### config.mk
export PLATFORM = sky130hd
export DESIGN_NAME = pingpong_stream_writer
export DESIGN_NICKNAME = d
export VERILOG_FILES = /design/src/rtl/pingpong_stream_writer.sv
export SDC_FILE = /design/constraint.sdc
export NUM_CORES = 1
export LEC_CHECK = 0
export ABC_AREA = 0
export BUFFER_PORTS_ARGS = -buffer_cell sky130_fd_sc_hd__buf_2
export CAP_MARGIN = 20
export CORE_ASPECT_RATIO = 0.8
export CORE_MARGIN = 5
export CORE_UTILIZATION = 45
export CTS_CLUSTER_SIZE = 14
export DETAILED_ROUTE_END_ITERATION = 8
export PLACE_DENSITY = 0.73
export SETUP_SLACK_MARGIN = 0.15
export SLEW_MARGIN = 10
export SYNTH_ARGS = -nofsm -noshare
export SYNTH_HDL_FRONTEND = slang
export SYNTH_SLANG_ARGS = --single-unit
### constraint.sdc
create_clock -name clk -period 6.6 [get_ports clk]
set_input_delay 1.32 -clock clk [delete_from_list [all_inputs] [get_ports clk]]
set_output_delay 1.32 -clock clk [all_outputs]
set_load 0.05 [all_outputs]
### src/rtl/pingpong_stream_writer.sv
module pingpong_stream_writer #(
  parameter int DW    = 16,
  parameter int AW    = 8,
  parameter int DEPTH = 4,
  parameter int CW    = 8
) (
  input  logic          clk,
  input  logic          rst_n,
  input  logic          s_valid,
  output logic          s_ready,
  input  logic [DW-1:0] s_data,
  input  logic          reg_we,
  input  logic [2:0]    reg_addr,
  input  logic [31:0]   reg_wdata,
  output logic [31:0]   reg_rdata,
  output logic          mem_we,
  output logic [AW-1:0] mem_addr,
  output logic [DW-1:0] mem_wdata,
  output logic          irq
);
  localparam int PW = (DEPTH > 1) ? $clog2(DEPTH) : 1;
  localparam logic [PW:0] FULL = (PW+1)'(DEPTH);

  logic [DW-1:0] fmem [DEPTH];
  logic [PW-1:0] rp, wp;
  logic [PW:0]   fcnt;

  logic [AW-1:0] base0, base1, len0, len1, off;
  logic [1:0]    own, own_n, park;
  logic          cur, irq_en, pending, overrun, last_buf;
  logic [CW-1:0] cnt;

  wire push  = s_valid & s_ready;
  wire [AW-1:0] cur_base = cur ? base1 : base0;
  wire [AW-1:0] cur_len  = cur ? len1  : len0;
  wire done  = mem_we & (off == cur_len - 1'b1);

  wire w_ctrl = reg_we & (reg_addr == 3'd0);
  wire w_b0   = reg_we & (reg_addr == 3'd1);
  wire w_l0   = reg_we & (reg_addr == 3'd2);
  wire w_b1   = reg_we & (reg_addr == 3'd3);
  wire w_l1   = reg_we & (reg_addr == 3'd4);
  wire w_arm  = reg_we & (reg_addr == 3'd5);
  wire w_mode = reg_we & (reg_addr == 3'd6);
  wire w_stat = reg_we & (reg_addr == 3'd7);

  assign s_ready   = (fcnt != FULL) & (|own);
  assign mem_we    = (fcnt != '0) & own[cur];
  assign mem_addr  = cur_base + off;
  assign mem_wdata = fmem[rp];
  assign irq       = pending & irq_en;

  always_ff @(posedge clk) begin
    if (push) fmem[wp] <= s_data;
  end

  always_ff @(posedge clk) begin
    if (!rst_n) begin
      rp   <= '0;
      wp   <= '0;
      fcnt <= '0;
    end else begin
      if (push)   wp <= wp + PW'(1);
      if (mem_we) rp <= rp + PW'(1);
      fcnt <= fcnt + (PW+1)'(push) - (PW+1)'(mem_we);
    end
  end

  always_comb begin
    own_n = own;
    if (done && !park[cur]) own_n[cur] = 1'b0;
    if (w_arm) own_n = own_n | reg_wdata[1:0];
  end

  always_ff @(posedge clk) begin
    if (!rst_n) begin
      cur <= 1'b0;
      off <= '0;
    end else if (done) begin
      cur <= ~cur;
      off <= '0;
    end else if (mem_we) begin
      off <= off + 1'b1;
    end
  end

  always_ff @(posedge clk) begin
    if (!rst_n) begin
      irq_en <= 1'b0;
      base0  <= '0;
      base1  <= '0;
      len0   <= '0;
      len1   <= '0;
      own    <= '0;
      park   <= '0;
    end else begin
      if (w_ctrl) irq_en <= reg_wdata[0];
      if (w_b0)   base0  <= reg_wdata[AW-1:0];
      if (w_l0)   len0   <= reg_wdata[AW-1:0];
      if (w_b1)   base1  <= reg_wdata[AW-1:0];
      if (w_l1)   len1   <= reg_wdata[AW-1:0];
      if (w_mode) park   <= reg_wdata[1:0];
      own <= own_n;
    end
  end

  always_ff @(posedge clk) begin
    if (!rst_n) begin
      pending  <= 1'b0;
      overrun  <= 1'b0;
      last_buf <= 1'b0;
      cnt      <= '0;
    end else begin
      pending <= done | (pending & ~(w_stat & reg_wdata[0]));
      overrun <= (done & pending) | (overrun & ~(w_stat & reg_wdata[1]));
      if (done) begin
        last_buf <= cur;
        cnt      <= cnt + 1'b1;
      end
    end
  end

  always_comb begin
    reg_rdata = '0;
    case (reg_addr)
      3'd0: reg_rdata[0]      = irq_en;
      3'd1: reg_rdata[AW-1:0] = base0;
      3'd2: reg_rdata[AW-1:0] = len0;
      3'd3: reg_rdata[AW-1:0] = base1;
      3'd4: reg_rdata[AW-1:0] = len1;
      3'd5: reg_rdata[1:0]    = own;
      3'd6: reg_rdata[1:0]    = park;
      default: begin
        reg_rdata[0]      = pending;
        reg_rdata[1]      = overrun;
        reg_rdata[2]      = last_buf;
        reg_rdata[8 +: CW] = cnt;
      end
    endcase
  end
endmodule

==> results.toml <==
[placed_design]
dp_cells = 787
io_buffer_count = 73
dpl_cell_area_mm2 = 0.006842
post-place-ws_ns = 2.369
gp_congestion = 0.8803
place_hpwl_um = 9732

[synthesis]
synth_top_area_cell = "edfxtp_1"
avgSynthCellArea_um2 = 11.56
synth.top_cell.area_share_pct = 30.01
synthesis.area_mm2 = 0.006405
ys_top_cells_by_area = "edfxtp_1 (30%), dfxtp_1 (21%), mux4_2 (6.0%), mux2i_1 (5.9%), nand2_1 (4.2%)"
ys_seq_elements = 130
synth_warnings = 0
ys_types = 50
ys_seq_area_share_pct = 50.63
postSynth.asyncResetShare_pct = 0
synth_edf_count = 64
syn_inst = 554
ys.flop_type = "dfxtp_1"

[timing]
rsz0062_at_grt = "no"
worstMarginPinSlew_ns = 0.8604
setup_viol = 0
hold_ws_ns = 0.4638
clock-skew-final_ns = 0.01074
clock.fmax_mhz = 219.5
timing.final.max_slew_violations = 0
timing.final.hold_violations = 0
tns_ns = 0
period_share_pct = 69.03
layout_min_cycle_time_ns = 4.556
slew_headroom_pct = 42.64
fin_ws_ns = 2.044

[clock_tree]
ctsResizeCount = 0
cts_buffers = 17
clk_latency_ns = 0.42
cts.sinks = 130
clockRootBuffer = "clkbuf_16"
cts_tree = "done"
postCtsSetupRepairBufs = 0
cts_hold_buf = 0
cts_max_level = 4
clock_path_buffers = 2
clkTransAtPathRegs_ns = 0.06

[critical_path]
cp_cell_sequence = "mux2i_1 > inv_1 > ha_1 > a21o_1 > a21oi_1 > o21bai_1 > a21oi_1 > o21ai_0 > xnor2_1 > buf_2"
cp_slowest_cell = "dfxtp_1"
crit_required_ns = 5.28
cp_max_fo = 9
crit_path_end_kind = "output pin"
crit_path_max_incr_delay_ns = 0.60
cpMostUsedCell = "a21oi_1"
cp-start-kind = "flip-flop"
crit_type = "reg -> out"
reg2reg_depth = 9
worstPathArrival_ns = 3.24

[pwr]
peakVddDrop_v = 0.0002112
p_per_area_mw_per_mm2 = 259.9
power_mw = 1.941
cellLeakagePower_nw = 2.788

[layout]
final_common_cell = "buf_2"
finalNetCount = 696
diodes = 0
fillers = 1182
final_cells = 820
final_area_mm2 = 0.007471
layout_common_cells = "buf_2 (73), nand2_1 (71), dfxtp_1 (65)"
drive_gt1_share_pct = 22.80
fin_util_pct = 52.98
syn2layout_area_growth_pct = 16.64

[route]
dr.pass1.iters = 5
drt_iter0_drc = 267
drc = 0
vias_per_cell = 5.357
via_count = 4393
wl_per_cell_um = 17.03
drt-total-wl_um = 13970
detail-route-antenna-nets = 0

[grt]
grt_pass1_wl_um = 21940
track_usage_pct = 17.06
grt-ovfl-total = 0
antenna_found_initial = 0
grt_pass1_vias = 4303
grt_max_degree = 72

[floorplanning]
rows = 39
die_y_um = 116.7
die_w_um = 143.4
ioPinCount = 114
design.die.area_mm2 = 0.01673
fp.coreArea_mm2 = 0.01410
start_util_pct = 45.42

[min_path]
holdPathStages = 2
min_path_type = "reg -> reg"

[job]
drv_cap = 0

[status]
outcome = "finished clean"
-- cell families (layout without fill, tap and decap cells) --
kind of cell	after synthesis	after routing	share of synthesized area, %
AND/OR/NAND/NOR	183	183	15.22
AO/OA/AOI/OAI	72	72	8.146
flip-flops	130	130	50.63
adder cells (fa/ha/maj)	18	18	3.751
XOR/XNOR	30	30	4.220
multiplexers	64	64	13.50
other	1	16	0.05855
buffers and inverters	56	123	4.473
-- cells in the mapped netlist, types with 2 or more instances --
cell	count
ha_1	16
nor2_1	16
o21ai_0	5
and3_1	10
o31a_1	2
mux4_2	17
nand4_1	4
a221oi_1	2
mux2i_1	38
nand2_1	71
nor3b_1	2
a21boi_0	24
o22ai_1	7
buf_1	2
dfxtp_1	66
nor4_2	2
and4_1	2
buf_4	16
nor2b_1	20
fa_1	2
edfxtp_1	64
o21bai_1	2
o21a_1	2
nand2b_1	12
nand3_1	9
nor4b_2	2
xnor2_1	16
nor4_1	5
o211ai_1	2
xor2_1	13
nor3_1	7
a21o_1	3
buf_6	2
a22oi_1	7
clkbuf_1	20
mux2_2	9
a21oi_1	12
inv_1	15
and2_1	17
-- state kept, by name (all words and copies together), names as in the netlist, named ones only --
signal / count
len0: 8
fcnt: 3
cnt: 8
fmem: 64
irq_en: 1
len1: 8
base1: 8
overrun: 1
rp: 2
base0: 8
park: 2
last_buf: 1
cur: 1
wp: 2
own: 2
pending: 1
off: 8
-- layout make-up --
type | count | area [µm²] | area share, %
timing repair buffer | 76 | 400.4 | 5.359
tap | 184 | 230.2 | 3.082
inverter | 15 | 56.30 | 0.7536
clock inverter | 14 | 168.9 | 2.261
multi-input combinational | 383 | 2932 | 39.24
sequential | 130 | 3244 | 43.43
clock buffer | 18 | 439.2 | 5.878
-- power breakdown --
group	total, mW	internal [mW]	switching, mW	leakage, nW
combinational	0.124	0.0349	0.0890	1.39
sequential	0.859	0.853	0.00645	1.11
clock	0.958	0.579	0.379	0.290
total	1.94	1.47	0.474	2.79
-- worst paths after layout --
path	start	to	slack (ns)
worst min-delay path	cnt[7]	cnt[7]	0.46
worst max-delay path	cur	mem_addr[7]	2.04
worst min register to register	cnt[7]	cnt[7]	0.46
worst max register to register	cur	cur	3.55
-- worst max-delay path, delay by kind of cell, from the launching register on --
kind	cells	cell delay, ns
adders and majority gates	1	0.29
DFF	1	0.60
AOI/OAI and AO/OA	5	0.84
buffers and inverters	2	0.37
muxes	1	0.56
xor gates and xnor gates	1	0.16
-- routing by layer --
layer	global-route usage (%)	up-vias	share of wire, %
met4	4.956	0	0.92
met5	0	-	0
li1	-	2099	-
met2	27.75	135	48
met3	3.930	12	5.6
met1	23.05	2147	46
Note: power is estimated with default switching activity, not from simulation.
